==> config.mk <==
export PLATFORM = sky130hd
export DESIGN_NAME = keyed_watchdog
export DESIGN_NICKNAME = d
export VERILOG_FILES = /design/src/rtl/kwd_pkg.sv /design/src/rtl/kwd_prescaler.sv /design/src/rtl/kwd_keydet.sv /design/src/rtl/kwd_pulse.sv /design/src/rtl/keyed_watchdog.sv
export SDC_FILE = /design/constraint.sdc
export NUM_CORES = 1
export LEC_CHECK = 0
export BUFFER_PORTS_ARGS = -buffer_cell sky130_fd_sc_hd__buf_2
export CORE_MARGIN = 8
export CORE_UTILIZATION = 35
export DETAILED_ROUTE_END_ITERATION = 10
export SLEW_MARGIN = 20
export SYNTH_ARGS = -nofsm -noshare
export SYNTH_HDL_FRONTEND = slang
export SYNTH_HIERARCHICAL = 1
export SYNTH_SLANG_ARGS = --single-unit
==> constraint.sdc <==
create_clock -name clk -period 13.3 [get_ports clk]
set_input_delay 1.33 -clock clk [delete_from_list [all_inputs] [get_ports clk]]
set_output_delay 1.33 -clock clk [all_outputs]
set_load 0.05 [all_outputs]
==> src/rtl/kwd_pkg.sv <==
package kwd_pkg;

    typedef enum logic {
        KEY_WAIT  = 1'b0,
        KEY_ARMED = 1'b1
    } key_state_t;

    typedef enum logic {
        PUL_IDLE   = 1'b0,
        PUL_ACTIVE = 1'b1
    } pulse_state_t;

    typedef enum logic [1:0] {
        SEL_CTRL   = 2'd0,
        SEL_KEY    = 2'd1,
        SEL_STATUS = 2'd2
    } reg_sel_t;

    typedef struct packed {
        logic       route_int;
        logic       halt;
        logic [2:0] chk;
        logic [2:0] div_sel;
    } ctrl_t;

    localparam logic [2:0] CHK_GOOD  = 3'b101;
    localparam logic [7:0] KEY_FIRST = 8'h55;
    localparam logic [7:0] KEY_LAST  = 8'hAA;

endpackage

==> src/rtl/kwd_prescaler.sv <==
module kwd_prescaler #(
    parameter int FIXED_DIV = 512,
    parameter int MAX_SHIFT = 6
) (
    input  logic       clk,
    input  logic       rst_n,
    input  logic       clr,
    input  logic       run,
    input  logic [2:0] div_sel,
    output logic       tick
);
    localparam int FW = (FIXED_DIV > 1) ? $clog2(FIXED_DIV) : 1;
    localparam logic [FW-1:0] FIX_LAST = FW'(FIXED_DIV - 1);

    logic [FW-1:0]        fix_q;
    logic [MAX_SHIFT-1:0] sel_q;
    logic [MAX_SHIFT-1:0] ratio_m1;
    logic [2:0]           shift;
    logic                 fix_wrap;

    always_comb begin
        shift    = (div_sel < 3'd2) ? 3'd0 : div_sel - 3'd1;
        ratio_m1 = MAX_SHIFT'((32'd1 << shift) - 32'd1);
    end

    assign fix_wrap = (fix_q == FIX_LAST);
    assign tick     = run && fix_wrap && (sel_q >= ratio_m1);

    always_ff @(posedge clk or negedge rst_n) begin
        if (!rst_n) begin
            fix_q <= '0;
            sel_q <= '0;
        end else if (clr) begin
            fix_q <= '0;
            sel_q <= '0;
        end else if (run) begin
            if (fix_wrap) begin
                fix_q <= '0;
                sel_q <= (sel_q >= ratio_m1) ? '0 : sel_q + 1'b1;
            end else begin
                fix_q <= fix_q + 1'b1;
            end
        end
    end

endmodule

==> src/rtl/kwd_keydet.sv <==
module kwd_keydet
    import kwd_pkg::*;
(
    input  logic       clk,
    input  logic       rst_n,
    input  logic       key_wr,
    input  logic [7:0] key_val,
    output logic       good_key
);
    key_state_t state_q, state_d;

    always_ff @(posedge clk or negedge rst_n) begin
        if (!rst_n) state_q <= KEY_WAIT;
        else        state_q <= state_d;
    end

    always_comb begin
        state_d = state_q;
        unique case (state_q)
            KEY_WAIT: begin
                if (key_wr && key_val == KEY_FIRST) state_d = KEY_ARMED;
            end
            KEY_ARMED: begin
                if (key_wr) state_d = (key_val == KEY_FIRST) ? KEY_ARMED : KEY_WAIT;
            end
        endcase
    end

    always_comb begin
        good_key = (state_q == KEY_ARMED) && key_wr && (key_val == KEY_LAST);
    end

endmodule

==> src/rtl/kwd_pulse.sv <==
module kwd_pulse
    import kwd_pkg::*;
#(
    parameter int LEN = 512
) (
    input  logic clk,
    input  logic rst_n,
    input  logic start,
    input  logic to_int,
    output logic busy,
    output logic rst_line_n,
    output logic int_line_n
);
    localparam int LW = (LEN > 1) ? $clog2(LEN) : 1;
    localparam logic [LW-1:0] LEN_LAST = LW'(LEN - 1);

    pulse_state_t state_q, state_d;
    logic [LW-1:0] len_q;
    logic          route_q;

    always_ff @(posedge clk or negedge rst_n) begin
        if (!rst_n) begin
            state_q <= PUL_IDLE;
            len_q   <= '0;
            route_q <= 1'b0;
        end else begin
            state_q <= state_d;
            if (state_q == PUL_IDLE) begin
                len_q <= '0;
                if (start) route_q <= to_int;
            end else begin
                len_q <= len_q + 1'b1;
            end
        end
    end

    always_comb begin
        state_d = state_q;
        unique case (state_q)
            PUL_IDLE:   if (start) state_d = PUL_ACTIVE;
            PUL_ACTIVE: if (len_q == LEN_LAST) state_d = PUL_IDLE;
        endcase
    end

    always_comb begin
        busy       = (state_q == PUL_ACTIVE);
        rst_line_n = !(busy && !route_q);
        int_line_n = !(busy && route_q);
    end

endmodule

==> src/rtl/keyed_watchdog.sv <==
module keyed_watchdog
    import kwd_pkg::*;
#(
    parameter int CNT_W     = 8,
    parameter int FIXED_DIV = 512,
    parameter int PULSE_LEN = 512
) (
    input  logic             clk,
    input  logic             rst_n,
    input  logic             wr_en,
    input  logic [1:0]       wr_sel,
    input  logic [7:0]       wr_data,
    output logic [CNT_W-1:0] count_o,
    output logic             wd_flag_o,
    output logic             wd_rst_n_o,
    output logic             wd_int_n_o
);
    localparam logic [CNT_W-1:0] CNT_LAST = {{(CNT_W-1){1'b1}}, 1'b0};
    localparam ctrl_t CTRL_RST = '{route_int: 1'b0, halt: 1'b0,
                                   chk: CHK_GOOD, div_sel: 3'b001};

    ctrl_t            ctrl_q;
    logic [CNT_W-1:0] cnt_q;
    logic             flag_q;
    logic             ctrl_wr, key_wr, stat_wr, bad_chk;
    logic             tick, good_key, expire, clr;
    logic             pulse_start, pulse_to_int, pulse_busy;

    assign ctrl_wr = wr_en && (wr_sel == SEL_CTRL);
    assign key_wr  = wr_en && (wr_sel == SEL_KEY);
    assign stat_wr = wr_en && (wr_sel == SEL_STATUS);
    assign bad_chk = ctrl_wr && (wr_data[5:3] != CHK_GOOD);

    assign expire       = tick && (cnt_q == CNT_LAST);
    assign clr          = good_key || expire || bad_chk;
    assign pulse_start  = expire || bad_chk;
    assign pulse_to_int = bad_chk ? 1'b0 : ctrl_q.route_int;

    kwd_prescaler #(
        .FIXED_DIV (FIXED_DIV),
        .MAX_SHIFT (6)
    ) u_prescaler (
        .clk     (clk),
        .rst_n   (rst_n),
        .clr     (clr),
        .run     (!ctrl_q.halt),
        .div_sel (ctrl_q.div_sel),
        .tick    (tick)
    );

    kwd_keydet u_keydet (
        .clk      (clk),
        .rst_n    (rst_n),
        .key_wr   (key_wr),
        .key_val  (wr_data),
        .good_key (good_key)
    );

    kwd_pulse #(
        .LEN (PULSE_LEN)
    ) u_pulse (
        .clk        (clk),
        .rst_n      (rst_n),
        .start      (pulse_start),
        .to_int     (pulse_to_int),
        .busy       (pulse_busy),
        .rst_line_n (wd_rst_n_o),
        .int_line_n (wd_int_n_o)
    );

    always_ff @(posedge clk or negedge rst_n) begin
        if (!rst_n)                   ctrl_q <= CTRL_RST;
        else if (ctrl_wr && !bad_chk) ctrl_q <= ctrl_t'(wr_data);
    end

    always_ff @(posedge clk or negedge rst_n) begin
        if (!rst_n)    cnt_q <= '0;
        else if (clr)  cnt_q <= '0;
        else if (tick) cnt_q <= cnt_q + 1'b1;
    end

    always_ff @(posedge clk or negedge rst_n) begin
        if (!rst_n)                                    flag_q <= 1'b0;
        else if (pulse_start && !pulse_busy && !pulse_to_int) flag_q <= 1'b1;
        else if (stat_wr && wr_data[0])                flag_q <= 1'b0;
    end

    assign count_o   = cnt_q;
    assign wd_flag_o = flag_q;

endmodule

Yosys cells after proc, flatten, opt, wreduce, memory -nomap -nowiden --
Cells that the tools add are included.
Storage, ports and cells: word-level logic and storage cells 84, flip-flop bits (word level) 41, input bits 13
Cells by class: shift-type cells 1, bitwise logic cells 2, order comparisons 2, muxes and demuxes 21, add/sub/neg operators 6, equal/unequal tests 9, reduce and logical (&&, ||, !) cells 32
Operator list (number):
- 9-bit two-way mux | 4
- 6-bit two-way mux | 4
- 9-bit by 1-bit adder with 9-bit output, second input constant | 2
- 9-bit == test, second input constant | 2
- 8-bit == test, second input constant | 2
- 1-bit logical AND | 16
- 8-bit two-way mux | 2
- 8-bit by 1-bit adder with 8-bit output, second input constant | 1
- 8-bit by 7-bit == test with 1-bit output, second input constant | 1
- 1-bit two-way mux | 8
- 1-bit logical NOT | 7
- 6-bit by 1-bit adder with 6-bit output, second input constant | 1
- 6-bit greater-or-equal comparator | 1
- 2-bit nonzero test | 3
- 1-bit by 3-bit << shifter with 6-bit output, first input constant | 1
- 6-bit by 1-bit subtractor with 6-bit output, second input constant | 1
- 1-bit one-hot mux with 2 select lines | 2
- 2-bit AND reduction | 2
- 1-bit logical OR | 3
- 3-bit by 2-bit less-than comparator with 1-bit output, second input constant | 1
- 3-bit two-way mux | 1
- 3-bit inequality test, second input constant | 1
- 3-bit by 1-bit subtractor with 3-bit output, second input constant | 1
- 2-bit by 1-bit == test with 1-bit output, second input constant | 1
- other kinds (4) | 5

Depth between registers and ports, before layout --
Gate-level depths: netlist of the first run.
depth after elaboration 11, depth in mapped cells 23, depth with buffers taken out 21

Cells and area by module --
Netlist of the first run, hierarchy kept.
Modules (own cells, without submodules):
- kwd_prescaler | instances 1, area an instance 1044.8 µm², sequential area each 375.4 µm², cells each 112
- keyed_watchdog | instances 1, area an instance 798.3 µm², sequential area each 351.6 µm², cells each 71
- kwd_pulse | instances 1, area an instance 505.5 µm², sequential area each 275.3 µm², cells each 46
- kwd_keydet | instances 1, area an instance 97.6 µm², sequential area each 25.0 µm², cells each 9

Least setup slack after synthesis of the first run --
OpenSTA, ideal clock, no wires.
kind register to register, start point register ctrl_q[0] in the netlist's numbering, end point register u_prescaler.sel_q[0], clock period less this slack 4.282 ns, data arrival time 4.157 ns, required time 13.175 ns, cell stages (with the launch flop) 21, buffers on the path 3, setup slack 9.018 ns, library setup time 0.125 ns, cells stage by stage dfstp_2 -> inv_1 -> ha_1 -> clkbuf_1 -> xnor2_1 -> a32oi_1 -> ha_1 -> and3_1 -> a31oi_1 -> o221ai_1 -> ha_1 -> nand4_1 -> o221ai_1 -> nor2b_4 -> buf_4 -> nand4_1 -> nor2_2 -> or2_1 -> buf_2 -> nor3_1 -> mux2_2
Between the ends: longest elaborated chain between the ends 11, elaborated cells on any way between the ends 17, classes of those cells add/sub (2); order compare (2); eq/ne (1); shift (1); mux (5); reduce/logical (6)
RTL lines:
- from (decl) | RTL line keyed_watchdog.sv:22 | ctrl_t ctrl_q;
- from (signal assigned) | RTL line keyed_watchdog.sv:73 | else if (ctrl_wr && !bad_chk) ctrl_q <= ctrl_t'(wr_data);
- 3-bit by 1-bit subtractor with 3-bit output / 3-bit by 2-bit less-than comparator with 1-bit output (equally long branches) | RTL line kwd_prescaler.sv:22 | shift = (div_sel < 3'd2) ? 3'd0 : div_sel - 3'd1;
- 3-bit two-way mux (*) | RTL line kwd_prescaler.sv:22
- 1-bit by 3-bit << shifter with 6-bit output (*) | RTL line kwd_prescaler.sv:23 | ratio_m1 = MAX_SHIFT'((32'd1 << shift) - 32'd1);
- 6-bit by 1-bit subtractor with 6-bit output (*) | RTL line kwd_prescaler.sv:23
- 6-bit greater-or-equal comparator (*) | RTL line kwd_prescaler.sv:27 | assign tick = run && fix_wrap && (sel_q >= ratio_m1);
- 1-bit logical AND (*) | RTL line kwd_prescaler.sv:27
- via tick | RTL line keyed_watchdog.sv:26 | logic tick, good_key, expire, clr;
- 1-bit logical AND (*) | RTL line keyed_watchdog.sv:34 | assign expire = tick && (cnt_q == CNT_LAST);
- 1-bit logical OR (*) (2 in a row) | RTL line keyed_watchdog.sv:35 | assign clr = good_key || expire || bad_chk;
- via clr | RTL line keyed_watchdog.sv:26
- 2-bit by 1-bit inequality test with 1-bit output (no line) / 2-bit nonzero test (equally long branches)
- 2-bit AND reduction (no line)
- to (signal assigned) | RTL line kwd_prescaler.sv:39 | sel_q <= (sel_q >= ratio_m1) ? '0 : sel_q + 1'b1;
- to (decl) | RTL line kwd_prescaler.sv:16 | logic [MAX_SHIFT-1:0] sel_q;
The timed path passes the listed nets; every way through them passes the cells marked *. The select of a mux whose other input is x is not followed. A chain may end at the register's enable or synchronous reset.

Final worst setup path of the first run --
start point register ctrl_q[0] in the netlist's numbering, end point register u_prescaler.fix_q[6]
Between the ends: longest elaborated chain between the ends 10, elaborated cells on any way between the ends 12, classes of those cells add/sub (2); order compare (2); eq/ne (1); shift (1); mux (2); reduce/logical (4)
RTL lines:
- 3-bit by 1-bit subtractor with 3-bit output / 3-bit by 2-bit less-than comparator with 1-bit output (equally long branches) | RTL line kwd_prescaler.sv:22
- 3-bit two-way mux (*) | RTL line kwd_prescaler.sv:22
- 1-bit by 3-bit << shifter with 6-bit output (*) | RTL line kwd_prescaler.sv:23
- 6-bit by 1-bit subtractor with 6-bit output (*) | RTL line kwd_prescaler.sv:23
- 6-bit greater-or-equal comparator (*) | RTL line kwd_prescaler.sv:27
- 1-bit logical AND (*) | RTL line kwd_prescaler.sv:27
- via tick | RTL line keyed_watchdog.sv:26
- 1-bit logical AND (*) | RTL line keyed_watchdog.sv:34
- 1-bit logical OR (*) (2 in a row) | RTL line keyed_watchdog.sv:35
- via clr | RTL line keyed_watchdog.sv:26
- 2-bit by 1-bit inequality test with 1-bit output (no line) / 9-bit two-way mux (equally long branches)
- to (signal assigned) | RTL line kwd_prescaler.sv:41 | fix_q <= fix_q + 1'b1;
- to (decl) | RTL line kwd_prescaler.sv:15 | logic [FW-1:0] fix_q;
The timed path passes the listed nets; every way through them passes the cells marked *.

==> results.json, run 1 <==
{
  "synth_top_family_by_area": "simple AND/OR/NAND/NOR gates",
  "worstReg2RegEnd": "u_prescaler/fix_q[6]",
  "routed_wl_mm": 4.674,
  "cts-root-buf": "clkbuf_8",
  "drv_slew": 0,
  "htree_num_levels": 2,
  "synth_edf_count": 0,
  "reg2reg_slack_ns": 8.25,
  "final_cells": 360,
  "drc": 0,
  "power-per-cell-area_nw_per_um2": 118.1,
  "ys_ff_latch": 41,
  "synthArstFlopShare_pct": 100.0,
  "ioPinCount": 24,
  "end_kind": "flip-flop",
  "die_x_um": 99.60,
  "grt_pass1_vias": 1859,
  "synth_fp_nets": 266,
  "multi_input_area_sq_um": 1358,
  "crit_fanout": 13,
  "fp.dieH_um": 99.60,
  "cts_sinks": 41,
  "tritoncts": "built",
  "fmax_mhz": 198.1,
  "relSlewSlack_pct": 41.06,
  "ys_seq_area_share_pct": 41.99,
  "io_buffers": 23,
  "final_core_util_pct": 41.09,
  "final_area_sq_um": 2791,
  "status": "complete, no violations",
  "final_nets": 291,
  "initial_utilization_pct": 36.00,
  "ant_nets": 0,
  "synth_xor_area_share_pct": 5.371,
  "reg2reg_depth": 18,
  "finalHoldViolations": 0,
  "r2r-start": "ctrl_q[0]",
  "cap_violations": 0,
  "place_congestion": 0.8544,
  "antennaDiodeCount": 0,
  "vias": 1845,
  "drtIter0Drc": 87,
  "rsz0062_at_grt": "no",
  "viasPerCell": 5.125,
  "clk_pin_slew_worst_paths_ns": 0.08,
  "period_minus_slack_ns": 5.049,
  "synth_cells": 238,
  "irDropWorstVdd_uv": 57.33,
  "clk_latency_ns": 0.29,
  "antenna_found_initial": 0,
  "hold_ws_ns": 0.4861,
  "dp.cells": 352,
  "p_leak_nw": 1.246,
  "dpl-instance-area_sq_um": 2654,
  "cts_hold_buf": 0,
  "cts_resized": 0,
  "min_from": "u_pulse/len_q[0]",
  "wire_per_inst_um": 12.98,
  "grt_pass1_wl_mm": 8.411,
  "synthMuxAreaShare_pct": 4.246,
  "path_class": "flip-flop to flip-flop",
  "row_count": 30,
  "fin_crit_sh_pct": 37.96,
  "hold_depth": 1,
  "seq_area_sq_um": 1027,
  "finClkSkew_ns": 0.007125,
  "drt_pass1_iterations": 4,
  "max-clock-path-buffers": 2,
  "crit_path_start_kind": "flip-flop",
  "area_growth_pct": 14.12,
  "drive_gt1_share_pct": 20.83,
  "worst_ep_required_time_ns": 13.52,
  "synth_compound_area_share_pct": 13.45,
  "synthFlopType": "dfrtp_1",
  "grt_usage_pct": 10.22,
  "synth_fa_ha_area_share_pct": 7.673,
  "core_area_sq_um": 6794,
  "cts_setup_buffers": 0,
  "finalSetupViolations": 0,
  "avgSynthCellArea_sq_um": 10.28,
  "syn_area_sq_um": 2446,
  "whs_endpoint": "u_pulse/len_q[0]",
  "numCtsBuffers": 5,
  "hpwl_mm": 3.432,
  "synth_cell_type_count": 61,
  "hp-class": "flip-flop to flip-flop",
  "dieArea_sq_um": 9920,
  "fillers": 665,
  "final.setup.tns_ns": 0,
  "grt_max_degree": 42,
  "synthSimpleGateAreaFrac_pct": 24.76,
  "grt_overflow_total": 0,
  "arrival_ns": 5.26,
  "yosysWarnings": 6,
  "worstMarginPinSlew_ns": 0.8842
}
==> how the worst max path moves through the flow <==
stage | depth (start not counted) | slack [ns] | from | end
after global routing | 18 | 7.71 | ctrl_q[0] | u_prescaler/fix_q[6]
after floorplan | 20 | 9.02 | ctrl_q[0] | u_prescaler/sel_q[0]
after CTS | 18 | 8.29 | ctrl_q[0] | u_prescaler/fix_q[6]
final | 18 | 8.25 | ctrl_q[0] | u_prescaler/fix_q[6]
after global placement | 18 | 8.52 | ctrl_q[0] | u_prescaler/fix_q[4]
after detailed placement | 18 | 8.29 | ctrl_q[0] | u_prescaler/fix_q[4]
==> placed cells by master, fill, tap and decap left out, types with 4 or more instances in the layout <==
| cell type | count |
|---|---|
| dfrtp_1 | 40 |
| buf_2 | 23 |
| nand2_1 | 16 |
| ha_1 | 15 |
| nor2_1 | 13 |
| nand3_1 | 12 |
| o21ai_0 | 11 |
| a21oi_1 | 11 |
| inv_1 | 9 |
| xor2_1 | 9 |
| nand4_1 | 8 |
| nor3_1 | 7 |
| and2_1 | 6 |
| xnor2_1 | 6 |
| or3_1 | 6 |
| clkbuf_8 | 5 |
| mux2_4 | 4 |
| nand2b_1 | 4 |
==> synthesized netlist by cell type, drive strengths merged, types with 6 or more instances <==
cell type	instances	area, sq um
mux2	7	93.84
o21ai	13	68.81
nor3	8	45.04
ha	15	187.7
dfrtp	40	1001
and2	6	37.54
xor2	9	78.83
nand3	13	70.07
nand4	8	50.05
a21oi	12	63.81
nand2	16	60.06
inv	9	33.78
xnor2	6	52.55
nor2	15	75.08
or3	6	37.54
==> cell type report <==
cell class,count,share of cell area (%)
Timing Repair Buffer,23,4.124
Sequential cell,41,36.80
Clock buffer,5,2.465
Multi-Input combinational cell,183,48.63
Clock inverter,3,2.465
Tap cell,96,4.303
Inverter,9,1.210
==> worst max-delay path, stage by stage (launching register included) <==
cell      delay [ns]
dfstp_2         0.56
inv_1           0.07
ha_1            0.30
xnor2_1         0.23
a32oi_1         0.15
ha_1            0.24
and3_1          0.21
a21oi_1         0.17
o221ai_1        0.15
ha_1            0.31
nand4_1         0.10
o221ai_1        0.30
nor2b_4         0.41
nand4_1         0.27
nor2_2          0.32
or2_1           0.47
o21ai_1         0.23
or3_1           0.35
a21oi_1         0.14
==> sequential cells by signal, summed over array words and instances (netlist names), named ones only <==
| register | flops |
|---|---|
| wd_flag_o | 1 |
| count_o | 8 |
| u_pulse/route_q | 1 |
| u_prescaler/sel_q | 6 |
| u_pulse/len_q | 9 |
| u_prescaler/fix_q | 9 |
| u_pulse/busy | 1 |
| ctrl_q | 5 |
==> layer usage <==
| layer | share of wire, % | GRT usage [%] | up-vias |
|---|---|---|---|
| li1 | - | - | 922 |
| met1 | 49 | 13.01 | 890 |
| met2 | 47 | 16.17 | 27 |
| met3 | 2.9 | 2.374 | 6 |
| met4 | 1.4 | 4.307 | 0 |
| met5 | 0 | 0 | - |
==> power by group <==
part / leakage [nW] / total (mW) / switching [mW] / internal (mW)
Combinational: 0.638 / 0.0659 / 0.0360 / 0.0299
Clock: 0.0687 / 0.119 / 0.0439 / 0.0755
Sequential: 0.539 / 0.144 / 0.0102 / 0.134
==> cell families (layout without fill, tap and decap cells) <==
group	count (synthesis)	count (layout)
adder cells (fa/ha/maj)	15	15
AO/OA/AOI/OAI	46	46
XOR/XNOR	15	15
flip-flops	41	41
buffers and inverters	14	40
multiplexers	8	8
AND/OR/NAND/NOR	99	99
==> through the flow <==
step	power, mW	setup slack, ns
final	0.3296	8.251
after global routing	0.3522	7.707
after CTS	0.3346	8.294
after detailed placement	0.2129	8.291
after global placement	0.2105	8.522
after floorplan	0.1959	9.018
No activity file was read; power rests on OpenSTA's default activity.
==> run 2, diff against run 1 <==
Settings changed: ABC_AREA set to 1.
Clock period 13.3 ns to 5.25 ns, I/O delays scaled along.
==> results.json, run 2 <==
{
  "status": "complete, no violations",
  "cts_hold_buf": 0,
  "place_ws_ns": 1.654,
  "grt_usage_pct": 11.48,
  "vias": 2064,
  "core_area_sq_um": 7098,
  "fp.dieH_um": 100.6,
  "tritoncts": "built",
  "timing.final.ws_setup_ns": 1.656,
  "yosys.cell_count.top_type": "nand2_1",
  "rsz0062_at_grt": "no",
  "syn_area_sq_um": 2504,
  "period_minus_slack_ns": 3.594,
  "grt_pass1_vias": 2114,
  "ant_nets": 0,
  "synth_common_cells": "nand2_1, inv_1, nor2_1",
  "worst_ep_required_time_ns": 5.44,
  "yosysTopAreaCell": "dfrtp_1",
  "grt.busiest_layer": "met2",
  "clk_latency_ns": 0.29,
  "p_leak_nw": 1.537,
  "dieArea_sq_um": 10120,
  "numCtsBuffers": 5,
  "place_congestion": 0.8123,
  "synthSimpleGateAreaFrac_pct": 34.13,
  "wire_per_inst_um": 11.02,
  "row_count": 31,
  "die_x_um": 100.6,
  "finClkSkew_ns": 0.002737,
  "drc": 0,
  "synth_cell_type_count": 25,
  "grt_max_degree": 42,
  "fmax_mhz": 278.3,
  "gr-usage-met3_pct": 2.417,
  "layout.cells.most_common": "nand2_1",
  "drt_pass1_iterations": 4,
  "synth_top_family_by_area": "simple AND/OR/NAND/NOR gates",
  "synth_cells": 332,
  "synth_compound_area_share_pct": 5.697,
  "cts_sinks": 41,
  "antennaDiodeCount": 0,
  "cap_violations": 0,
  "crit_buf_inv": 4,
  "viasPerCell": 4.477,
  "area_growth_pct": 12.69,
  "synth_fa_ha_area_share_pct": 7.496,
  "yosys-top-cells-area": "dfrtp_1, nand2_1, inv_1",
  "hp-class": "input port to asynchronous set/reset pin",
  "fin_crit_sh_pct": 68.45,
  "htree_num_levels": 2,
  "crit_path_start_kind": "flip-flop",
  "irDropWorstVdd_uv": 193.4,
  "io_buffers": 23,
  "cts_setup_buffers": 0,
  "synth_edf_count": 0,
  "synth_top_area_share_pct": 39.98,
  "relSlewSlack_pct": 38.13,
  "critPathLaunch": "ctrl_q[0]",
  "routed_wl_mm": 5.082,
  "ys_seq_area_share_pct": 41.03,
  "synth_xor_area_share_pct": 2.799,
  "p_total_mw": 0.7198,
  "end_kind": "flip-flop",
  "crit_top_cell": "nand2_1",
  "use_met1_pct": 14.01,
  "power-per-cell-area_nw_per_um2": 255.1,
  "r2r-start": "ctrl_q[0]",
  "avgSynthCellArea_sq_um": 7.541,
  "finalSetupViolations": 0,
  "met2_usage_pct": 19.54,
  "clk_pin_slew_worst_paths_ns": 0.08,
  "synthFlopType": "dfrtp_1",
  "grt_overflow_total": 0,
  "max-clock-path-buffers": 2,
  "max_stage_delay_ns": 0.56,
  "worstMarginPinSlew_ns": 0.9281,
  "ioPinCount": 24,
  "cts-root-buf": "clkbuf_8",
  "arrival_ns": 3.78,
  "ys_ff_latch": 41,
  "cp_slowest_cell": "dfstp_2",
  "drv_slew": 0,
  "drtIter0Drc": 67,
  "final_nets": 389,
  "initial_utilization_pct": 35.27,
  "synth_fp_nets": 360,
  "reg2reg_slack_ns": 1.66,
  "synthArstFlopShare_pct": 100.0,
  "yosysWarnings": 6,
  "critical_path.top_delay_family": "simple AND/OR/NAND/NOR gates",
  "grt_pass1_wl_mm": 9.356,
  "crit_fanout": 11,
  "cts_resized": 0,
  "hpwl_mm": 3.963,
  "drive_gt1_share_pct": 16.85,
  "path_class": "flip-flop to flip-flop",
  "final.setup.tns_ns": 0,
  "finalHoldViolations": 0,
  "antenna_found_initial": 0,
  "mostFrequentLayoutCells": "nand2_1, inv_1, nor2_1",
  "fillers": 746,
  "synthMuxAreaShare_pct": 0
}
[run 2: changes by cell type after synthesis, moves of 5 or more]
cell | before | now
and2_1 | 6 | 0
nor2_2 | 1 | 6
inv_1 | 9 | 53
nor2_1 | 13 | 47
or3_1 | 6 | 0
nand2_1 | 16 | 80
nand3_1 | 12 | 20
[run 2: worst paths after layout]
path	to	cells after the start
setup / recovery	u_prescaler/sel_q[5]	27
hold / removal	asynchronous set/reset pin	1
setup reg to reg	u_prescaler/sel_q[5]	27
hold reg to reg	flip-flop	2
max in group asynchronous	u_prescaler/fix_q[4]	1
min in group clk	flip-flop	2
[run 2: kinds of logic (layout without fill, tap and decap cells)]
family / count (synthesis) / count (layout)
AOI/OAI and AO/OA: 28 / 28
xor gates and xnor gates: 8 / 8
adders and majority gates: 15 / 15
buffers and inverters: 58 / 88
DFF: 41 / 41
and+or+nand+nor: 182 / 182
[run 2: cell type report]
type | instances | area, sq um | area share (%)
multi-input cells | 233 | 1255 | 44.48
flip-flops and latches | 41 | 1027 | 36.41
inverters | 57 | 214.0 | 7.583
well taps | 99 | 123.9 | 4.390
repair buffers | 23 | 115.1 | 4.080
clock buffers | 5 | 68.82 | 2.439
clock inverters | 3 | 17.52 | 0.6208
[run 2: routing by layer]
layer | wire length, um | vias to the layer above
li1 | - | 1091
met1 | 2478 | 952
met2 | 2424 | 16
met3 | 109 | 5
met4 | 70 | 0
met5 | 0 | -
[run 2: power breakdown]
part           switching, mW  internal [mW]
combinational         0.0973         0.0579
clock                  0.111         0.0917
sequential            0.0229          0.338
[run 2: metrics by stage]
stage | utilization, % | hold slack, ns | cells | cell area, sq um
after global placement | 38.53 | 0.4641 | 453 | 2735
after floorplan | - | 0.2294 | 332 | 2504
after detailed placement | 38.53 | 0.4750 | 453 | 2735
after global routing | 39.75 | 0.4364 | 461 | 2821
final | 39.75 | 0.3606 | 461 | 2821
after CTS | 39.75 | 0.4043 | 461 | 2821
==> run 3, diff against run 2 <==
Settings changed: ABC_AREA 1 to 0.
Clock period 5.25 ns to 3.5 ns, I/O delays scaled along.
==> results.json, run 3 (synthesis gave the netlist of run 1 again) <==
{
  "die_x_um": 99.60,
  "met2_usage_pct": 17.87,
  "cts_hold_buf": 0,
  "dpl-instance-area_sq_um": 2892,
  "critical_path.top_delay_family": "simple AND/OR/NAND/NOR gates",
  "htree_num_levels": 2,
  "grt_max_degree": 42,
  "cts_sinks": 41,
  "power-per-cell-area_nw_per_um2": 412.4,
  "path_class": "flip-flop to flip-flop",
  "grt_pass1_wl_mm": 8.859,
  "grt_pass1_vias": 1958,
  "period_minus_slack_ns": 3.685,
  "rsz0062_at_grt": "yes",
  "max-clock-path-buffers": 2,
  "initial_utilization_pct": 36.00,
  "finalSetupViolations": 13,
  "hold_ws_ns": 0.1672,
  "clk_pin_slew_worst_paths_ns": 0.09,
  "layout.cells.most_common": "dfrtp_1",
  "core_area_sq_um": 6794,
  "failed_checks": "setup timing",
  "place_ws_ns": -0.2765,
  "row_count": 30,
  "fillers": 647,
  "cap_violations": 0,
  "finalHoldViolations": 0,
  "io_buffers": 23,
  "vias": 1989,
  "drc": 0,
  "place_congestion": 0.7974,
  "dieArea_sq_um": 9920,
  "routed_wl_mm": 5.094,
  "antennaDiodeCount": 0,
  "crit_path_start_kind": "flip-flop",
  "drtIter0Drc": 69,
  "area_growth_pct": 31.05,
  "ioPinCount": 24,
  "crit_fanout": 7,
  "clk_latency_ns": 0.30,
  "tritoncts": "built",
  "final_nets": 328,
  "cp_slowest_cell": "dfstp_2",
  "crit_chain": "inv_2 -> ha_4 -> xnor2_2 -> a32oi_2 -> ha_2 -> and3_4 -> a21oi_1 -> o221ai_1 -> ha_1 -> nand4_1 -> o221ai_2 -> nor2b_4 -> nand4_1 -> nor2_4 -> or2_4 -> a21oi_4 -> buf_4 -> buf_6 -> mux2_4",
  "max_stage_delay_ns": 0.54,
  "status": "complete, but fails checks",
  "fmax_mhz": 271.4,
  "numCtsBuffers": 5,
  "arrival_ns": 3.87,
  "mostFrequentLayoutCells": "dfrtp_1, buf_4, buf_2",
  "drt_pass1_iterations": 5,
  "hp-class": "input port to asynchronous set/reset pin",
  "wire_per_inst_um": 12.83,
  "gr-usage-met3_pct": 2.304,
  "relSlewSlack_pct": 40.72,
  "timing.final.ws_setup_ns": -0.1846,
  "crit_top_cell": "nand4_1",
  "drive_gt1_share_pct": 36.88,
  "fp.dieH_um": 99.60,
  "worst_ep_required_time_ns": 3.68,
  "viasPerCell": 5.010,
  "drv_slew": 0,
  "p_leak_nw": 1.436,
  "grt.busiest_layer": "met2",
  "crit_buf_inv": 3,
  "hpwl_mm": 3.585,
  "final_core_util_pct": 47.18,
  "antenna_found_initial": 0,
  "final_area_sq_um": 3206,
  "ant_nets": 0,
  "fin_crit_sh_pct": 105.3,
  "cts-root-buf": "clkbuf_8",
  "grt_overflow_total": 0,
  "irDropWorstVdd_uv": 225.8,
  "finClkSkew_ns": 0.008521,
  "worstMarginPinSlew_ns": 0.8892,
  "grt_usage_pct": 10.81,
  "end_kind": "flip-flop",
  "use_met1_pct": 13.27
}
[run 3: cell types whose count changed in the layout (fill, tap and decap cells not counted), sizes merged, moves of 5 or more]
cell / previous run / this run
nand2b: 0 / 5
nor2: 56 / 15
buf: 23 / 60
or3: 0 / 6
mux2: 0 / 7
nand2: 88 / 16
inv: 57 / 9
and2: 0 / 6
nand3: 22 / 13
[run 3: layout make-up]
type,count,area (sq um),area share [%]
Multi-Input combinational cell,183,1466,45.75
Sequential cell,41,1027,32.05
Timing Repair Buffer,60,442.9,13.82
Tap cell,96,120.1,3.747
Clock buffer,5,68.82,2.147
Clock inverter,3,46.29,1.444
Inverter,9,33.78,1.054
[run 3: worst reg2reg max path, stage by stage, from the launching register on]
cell,delay [ns]
dfstp_2,0.54
inv_2,0.05
ha_4,0.17
xnor2_2,0.16
a32oi_2,0.13
ha_2,0.23
and3_4,0.18
a21oi_1,0.13
o221ai_1,0.13
ha_1,0.31
nand4_1,0.09
o221ai_2,0.20
nor2b_4,0.18
nand4_1,0.17
nor2_4,0.15
or2_4,0.20
a21oi_4,0.05
buf_4,0.15
buf_6,0.11
mux2_4,0.24
[run 3: stage by stage]
stage / power [mW] / TNS, ns / cells
detailed placement: 0.8877 / -2.843 / 375
global placement: 0.8846 / -1.146 / 375
global route: 1.404 / -5.324 / 397
CTS: 1.319 / -1.279 / 391
floorplan: 0.7796 / -5.928 / 238
finish: 1.322 / -1.466 / 397
[run 3: path summary, 6_finish.rpt]
path | from | endpoint | slack [ns] | depth (start not counted)
max in group asynchronous | rst_n | ctrl_q[2] | 2.77 | 1
worst max register to register | ctrl_q[0] | u_prescaler/sel_q[0] | -0.18 | 19
worst min-delay path | rst_n | u_pulse/len_q[4] | 0.17 | 1
min in group clk | wr_data[1] | ctrl_q[1] | 0.31 | 2
worst min register to register | wd_flag_o | wd_flag_o | 0.48 | 2
worst max-delay path | ctrl_q[0] | u_prescaler/sel_q[0] | -0.18 | 19
[run 3: what timing repair did]
item / in CTS / in global routing
pin swaps: 13 / 13
gates cloned: 0 / 0
gates resized for setup: 9 / 14
hold endpoints to repair: 0 / 0
endpoints found under the setup margin: 18 / 21
buffers inserted: 9 / 7
[run 3: per-layer routing]
metal / share of wire (%) / wire length [um]
met3: 2.4 / 123
met5: 0 / 0
met1: 47 / 2415
met2: 48 / 2458
met4: 1.9 / 97
[run 3: power by group]
part | internal [mW] | switching, mW
clock network | 0.213 | 0.171
registers | 0.509 | 0.0394
logic | 0.212 | 0.176
total | 0.935 | 0.387
